===== config.mk =====
export PLATFORM = sky130hd
export DESIGN_NAME = i2c_wiper_slave
export DESIGN_NICKNAME = d
export VERILOG_FILES = /design/src/rtl/i2cw_pkg.sv /design/src/rtl/i2cw_line_sync.sv /design/src/rtl/i2cw_bus_cond.sv /design/src/rtl/i2cw_engine.sv /design/src/rtl/i2c_wiper_slave.sv
export SDC_FILE = /design/constraint.sdc
export NUM_CORES = 1
export LEC_CHECK = 0
export BUFFER_PORTS_ARGS = -buffer_cell sky130_fd_sc_hd__buf_2
export CAP_MARGIN = 20
export CORE_ASPECT_RATIO = 0.6
export CORE_MARGIN = 2
export CORE_UTILIZATION = 40
export CTS_CLUSTER_SIZE = 40
export DETAILED_ROUTE_END_ITERATION = 8
export PLACE_DENSITY_LB_ADDON = 0.2
export SYNTH_ARGS = -nofsm -noshare
export SYNTH_HDL_FRONTEND = slang
export SYNTH_HIERARCHICAL = 1
export SYNTH_SLANG_ARGS = --single-unit

===== constraint.sdc =====
create_clock -name clk -period 2.8 [get_ports clk]
set_input_delay 0.56 -clock clk [delete_from_list [all_inputs] [get_ports clk]]
set_output_delay 0.56 -clock clk [all_outputs]
set_load 0.05 [all_outputs]

===== src/rtl/i2cw_pkg.sv =====
package i2cw_pkg;
  typedef enum logic [3:0] {
    ST_IDLE,
    ST_ADDR,
    ST_ADDR_ACK,
    ST_INSTR,
    ST_INSTR_ACK,
    ST_DATA,
    ST_DATA_ACK,
    ST_RD_BYTE,
    ST_RD_ACK
  } eng_state_e;
endpackage


===== src/rtl/i2cw_line_sync.sv =====
module i2cw_line_sync #(
  parameter int STAGES = 2
) (
  input  logic clk,
  input  logic rst_n,
  input  logic line_i,
  output logic line_s,
  output logic line_p
);
  logic [STAGES-1:0] chain;

  // Bus idles high, so the chain resets high to avoid false edges.
  always_ff @(posedge clk or negedge rst_n) begin
    if (!rst_n) begin
      chain  <= '1;
      line_p <= 1'b1;
    end else begin
      chain  <= {chain[STAGES-2:0], line_i};
      line_p <= chain[STAGES-1];
    end
  end

  assign line_s = chain[STAGES-1];
endmodule


===== src/rtl/i2cw_bus_cond.sv =====
module i2cw_bus_cond (
  input  logic scl_s,
  input  logic scl_p,
  input  logic sda_s,
  input  logic sda_p,
  output logic scl_rise,
  output logic scl_fall,
  output logic start,
  output logic stop
);
  // Any data-line edge while the clock is held high is a bus condition.
  always_comb begin
    scl_rise = scl_s & ~scl_p;
    scl_fall = ~scl_s & scl_p;
    start    = scl_s & scl_p & sda_p & ~sda_s;
    stop     = scl_s & scl_p & ~sda_p & sda_s;
  end
endmodule


===== src/rtl/i2cw_engine.sv =====
module i2cw_engine
  import i2cw_pkg::*;
#(
  parameter int          PREFIX_W      = 5,
  parameter logic [4:0]  PREFIX        = 5'b01011,
  parameter int          STRAP_W       = 2,
  parameter logic [7:0]  MID_SCALE     = 8'h80,
  parameter int          INSTR_RST_BIT = 6
) (
  input  logic               clk,
  input  logic               rst_n,
  input  logic               scl_s,
  input  logic               sda_s,
  input  logic               scl_rise,
  input  logic               scl_fall,
  input  logic               start,
  input  logic               stop,
  input  logic [STRAP_W-1:0] strap,
  output logic               oe,
  output logic [7:0]         wiper
);
  localparam int BYTE_W = PREFIX_W + STRAP_W + 1;
  localparam int CNT_W  = $clog2(BYTE_W + 1);
  localparam logic [CNT_W-1:0] CNT_FULL = CNT_W'(BYTE_W);

  eng_state_e        st;
  logic [CNT_W-1:0]  cnt;
  logic [BYTE_W-1:0] shreg;
  logic [BYTE_W-1:0] tx;
  logic [BYTE_W-1:0] pend;
  logic              rnw;
  logic              force_mid;
  logic              ack_seen;
  logic              addr_hit;

  assign addr_hit = (shreg[BYTE_W-1 -: PREFIX_W] == PREFIX[PREFIX_W-1:0]) &&
                    (shreg[STRAP_W:1] == strap);

  always_ff @(posedge clk or negedge rst_n) begin
    if (!rst_n) begin
      st        <= ST_IDLE;
      cnt       <= '0;
      shreg     <= '0;
      tx        <= '0;
      pend      <= '0;
      rnw       <= 1'b0;
      force_mid <= 1'b0;
      ack_seen  <= 1'b0;
      oe        <= 1'b0;
      wiper     <= MID_SCALE;
    end else if (start) begin
      st  <= ST_ADDR;
      cnt <= '0;
      oe  <= 1'b0;
    end else if (stop) begin
      st  <= ST_IDLE;
      cnt <= '0;
      oe  <= 1'b0;
    end else begin
      case (st)
        ST_ADDR, ST_INSTR, ST_DATA: begin
          if (scl_rise) begin
            shreg <= {shreg[BYTE_W-2:0], sda_s};
            cnt   <= cnt + 1'b1;
          end else if (scl_fall && cnt == CNT_FULL) begin
            cnt <= '0;
            if (st == ST_ADDR) begin
              if (addr_hit) begin
                oe  <= 1'b1;
                rnw <= shreg[0];
                st  <= ST_ADDR_ACK;
              end else begin
                st <= ST_IDLE;
              end
            end else if (st == ST_INSTR) begin
              oe        <= 1'b1;
              force_mid <= shreg[INSTR_RST_BIT];
              st        <= ST_INSTR_ACK;
            end else begin
              oe   <= 1'b1;
              pend <= shreg;
              st   <= ST_DATA_ACK;
            end
          end
        end
        ST_ADDR_ACK: if (scl_fall) begin
          if (rnw) begin
            tx <= wiper;
            oe <= ~wiper[BYTE_W-1];
            st <= ST_RD_BYTE;
          end else begin
            oe <= 1'b0;
            st <= ST_INSTR;
          end
        end
        ST_INSTR_ACK: if (scl_fall) begin
          oe <= 1'b0;
          st <= ST_DATA;
        end
        ST_DATA_ACK: if (scl_fall) begin
          oe    <= 1'b0;
          wiper <= force_mid ? MID_SCALE : pend;
          st    <= ST_IDLE;
        end
        ST_RD_BYTE: begin
          if (scl_rise) begin
            cnt <= cnt + 1'b1;
          end else if (scl_fall) begin
            if (cnt == CNT_FULL) begin
              oe  <= 1'b0;
              cnt <= '0;
              st  <= ST_RD_ACK;
            end else begin
              tx <= tx << 1;
              oe <= ~tx[BYTE_W-2];
            end
          end
        end
        ST_RD_ACK: begin
          if (scl_rise) begin
            ack_seen <= ~sda_s;
          end else if (scl_fall) begin
            if (ack_seen) begin
              tx <= wiper;
              oe <= ~wiper[BYTE_W-1];
              st <= ST_RD_BYTE;
            end else begin
              st <= ST_IDLE;
            end
          end
        end
        default: st <= ST_IDLE;
      endcase
    end
  end

  // the enable moves only with the clock line low, bus conditions aside
  p_oe_scl_low_r10: assert property (@(posedge clk) disable iff (!rst_n)
    (oe != $past(oe)) && !$past(start) && !$past(stop) |-> !$past(scl_s));

  // nothing is driven while waiting for a START
  p_idle_quiet_r2: assert property (@(posedge clk) disable iff (!rst_n)
    (st == ST_IDLE) |-> !oe);

  // the wiper moves only at the close of the data acknowledge
  p_wiper_hold_r7: assert property (@(posedge clk) disable iff (!rst_n)
    (wiper != $past(wiper)) |-> ($past(st) == ST_DATA_ACK && $past(scl_fall)));

  // a mismatched address drops the slave back to idle, line released
  p_nomatch_idle_r4: assert property (@(posedge clk) disable iff (!rst_n)
    (st == ST_ADDR && scl_fall && cnt == CNT_FULL && !addr_hit && !start && !stop)
    |=> (st == ST_IDLE && !oe));

  // a START always restarts address reception from bit zero
  p_start_restart_r9: assert property (@(posedge clk) disable iff (!rst_n)
    start |=> (st == ST_ADDR && cnt == '0));

  // the bit counter never runs past one byte
  p_cnt_bound_r3: assert property (@(posedge clk) disable iff (!rst_n)
    cnt <= CNT_FULL);
endmodule


===== src/rtl/i2c_wiper_slave.sv =====
module i2c_wiper_slave #(
  parameter int SYNC_STAGES = 2
) (
  input  logic       clk,
  input  logic       rst_n,
  input  logic       scl_i,
  input  logic       sda_i,
  input  logic [1:0] strap_i,
  output logic       sda_oe,
  output logic [7:0] wiper_o
);
  localparam int N_LINES = 2;

  logic [N_LINES-1:0] raw;
  logic [N_LINES-1:0] synced;
  logic [N_LINES-1:0] prev;
  logic scl_rise, scl_fall, start, stop;

  assign raw = {scl_i, sda_i};

  for (genvar g = 0; g < N_LINES; g++) begin : g_sync
    i2cw_line_sync #(.STAGES(SYNC_STAGES)) u_sync (
      .clk    (clk),
      .rst_n  (rst_n),
      .line_i (raw[g]),
      .line_s (synced[g]),
      .line_p (prev[g])
    );
  end

  i2cw_bus_cond u_cond (
    .scl_s    (synced[1]),
    .scl_p    (prev[1]),
    .sda_s    (synced[0]),
    .sda_p    (prev[0]),
    .scl_rise (scl_rise),
    .scl_fall (scl_fall),
    .start    (start),
    .stop     (stop)
  );

  i2cw_engine u_eng (
    .clk      (clk),
    .rst_n    (rst_n),
    .scl_s    (synced[1]),
    .sda_s    (synced[0]),
    .scl_rise (scl_rise),
    .scl_fall (scl_fall),
    .start    (start),
    .stop     (stop),
    .strap    (strap_i),
    .oe       (sda_oe),
    .wiper    (wiper_o)
  );
endmodule


==> results.md <==
* Status: finished clean
* Final Setup Violations at 0
* Post-route ant nets at 0
* First-pass GRT wire length at 8960 um
* GRT Total Usage at 16.9%
* Hpwl dp at 3870 um
* Worst-path cell chain: and4b_1 > nor2_4 > nand2_1 > or4_4 > a21oi_4 > mux2_4
* CTS tree: yes
* Post-synthesis sequential area ratio at 48.7%
* Int Pwr at 959 uW
* Mean Syn Cell Area at 11.1 sq um
* Tot Pwr at 1270 uW
* DR iter-0 viols at 137
* EDFF count, synth at 0
* Netlist Area Pre-Place at 2540 sq um
* Critical path origin: g_sync[0].u_sync/chain[1]$_DFF_PN1_
* Die footprint at 7010 sq um
* Area delta synth->final at 12.8%
* Layout cells sized above 1 at 31.1%
* R2r endpoint: u_eng/pend[3]$_DFFE_PN0P_
* Placed cell count at 330
* Setup TNS at 0 ps
* Worst reg-to-reg setup slack at 400 ps
* Fin. Hold Viols at 0
* VDD IR-drop max at 0.278 mV
* Hold_buf cts at 0
* Largest net degree at the start of global routing at 32
* Non-Filler Instances at 338
* Commonest non-fill, non-tap cells in the layout: dfrtp_1, mux2_2, nand2_1, o21ai_0
* Max-slew violations at 0
* DR vias/cell at 5.20
* Vias in the first global route at 1690
* Worst Reg-to-Reg Cells at 6
* Nets at 261
* Post-DP Area at 2770 sq um
* Pleak at 0.00133 uW
* Critical Path Start Type: flip-flop
* Clock Path Buffers at 2
* Maxcap violations at 0
* CTS Root Buffer Type: clkbuf_8
* I/O pin count at 15
* Post-CTS Setup Bufs at 0
* Clk pwr share at 34.6%
* Final period util at 85.7%
* Antenna cells at 0
* GRT overflow at 0
* Reg clk slew, reported paths at 90 ps
* Critical-path top delay cell: dfstp_2
* Routed vias at 1757
* Slowest Stage Delay on Critical Path at 570 ps
* Critical Path AT at 2590 ps
* Async set or reset register ratio after synthesis at 100%
* CTS buffer count at 5
* Dominant synthesized flop cell: dfrtp_1
* Synth unique cells at 48
* Mapped Cells at 228
* Routed WL at 5310 um
* Synth top area cells: dfrtp_1, mux2_2, dfstp_2
* Port Buffers at 14
* Final min period at 2400 ps
* Fmax at 0.417 GHz
* Fin area at 2860 sq um
* Clock Sinks at 49
* Commonest non-fill, non-tap cell in the layout: dfrtp_1
* Pre-antenna DRT Iters at 4
* Sequential group share of total power at 58.6%
* Pwr/cell area at 443 nW/um^2
* Deepest level of the CTS H-tree at 2
* Rows at 22
* Crit Path Class: reg2reg
* Flop and latch count out of synthesis at 49
* DRC Markers at 0
* Setup Skew at 7.99 ps
* Post-synth top area share at 41.4%
* Syn Nets at 236
* Slew headroom at 56.2%
* Worst skew pair latency at 300 ps
* Actual slew at the worst max-slew pin at 658 ps
* Critical path capture point type: flip-flop
* Req. time, crit path at 2990 ps
* Antenna violations before repair at 0
* Hold Crit Class: in2async
* Sw Share at 24.3%
* Switch Pwr at 308 uW
* Post-CTS sizing at 0
* Core area at 6110 sq um
* Die Y at 65.7 um
* RSZ-0062 raised after global routing: false
* CP Max Fanout at 8
* DR WL/cell at 15.7 um
* GP Congestion at 0.856
* Cell accounting for the most synthesized area: dfrtp_1
* Reg2reg start: g_sync[0].u_sync/chain[1]$_DFF_PN1_
* Finished Core Util at 46.8%
* Synth Warn # at 6
* Die X at 107 um
* Combinational share of power at 6.8%
* Starting Density at 41.5%
[power by group through the flow]
stage          Clock [uW]  Combinational (uW)  Sequential, uW
4_1_cts               451                87.8             743
3_5_place_dp            0                87.5             756
5_1_grt               487                96.8             746
3_3_place_gp            0                86.7             755
6_report              438                86.1             742
2_1_floorplan           0                39.1             762
[worst max-delay path by stage]
stage                                 endpoint  cells past startpoint
global placement     u_eng/pend[3]$_DFFE_PN0P_                      6
global route        u_eng/shreg[1]$_DFFE_PN0P_                      5
finish               u_eng/pend[3]$_DFFE_PN0P_                      6
CTS                  u_eng/pend[3]$_DFFE_PN0P_                      6
detailed placement   u_eng/pend[3]$_DFFE_PN0P_                      6
floorplan            u_eng/pend[0]$_DFFE_PN0P_                      6
[state kept, by name (all words and copies together) (netlist names)]
signal,count
u_eng/force_mid,1
u_eng/shreg,8
u_eng/tx,7
g_sync.u_sync/line_p,2
u_eng/cnt,4
u_eng/wiper,8
u_eng/pend,8
u_eng/ack_seen,1
g_sync.u_sync/chain,4
u_eng/rnw,1
u_eng/st,4
u_eng/oe,1
[critical path: cells and delay by family, from the launching register on]
family,cells,cell delay (ps)
AOI/OAI and AO/OA,1,340
and+or+nand+nor,4,1040
muxes,1,340
DFF,1,570
[synth_stat cells, types with 3 or more instances]
| master | n |
|---|---|
| mux2_2 | 24 |
| dfrtp_1 | 42 |
| nand2_1 | 20 |
| mux2_4 | 8 |
| clkbuf_1 | 3 |
| o21ai_0 | 16 |
| nor2_1 | 12 |
| nand3_1 | 8 |
| buf_2 | 3 |
| dfstp_2 | 7 |
| a2bb2oi_1 | 3 |
| nand2b_1 | 14 |
| nor3_1 | 3 |
| nor2b_1 | 7 |
| a21oi_1 | 4 |
| inv_1 | 8 |
[per-stage QoR]
stage	hold WS [ps]	worst slack, ps
floorplan	264	437
global placement	347	458
detailed placement	347	408
CTS	304	385
global route	311	276
finish	279	399
[metal layers]
metal  global-route usage, %  routed length (um)  vias to the layer above
met5                       0                   0                        -
met4                    4.55                  43                        0
met3                    3.67                 233                        5
met2                    20.8                1940                       42
met1                    28.3                3090                      844
li1                        -                   -                      866
[cell type report]
class,count,area [sq um]
flip-flops and latches,49,1230
well taps,84,105
clock inverters,1,7.51
fillers,603,3250
inverters,8,30.0
repair buffers,26,160
multi-input cells,163,1240
clock buffers,7,86.3
[kinds of logic after synthesis]
logic type	synth area share [%]
xor+xnor	1.38
mux	16.2
buf+inv	2.52
simple gates	19.2
compound gates	11.0
flops	48.7
fa+ha+maj	0.987
Note: power is estimated with default switching activity, not from simulation.
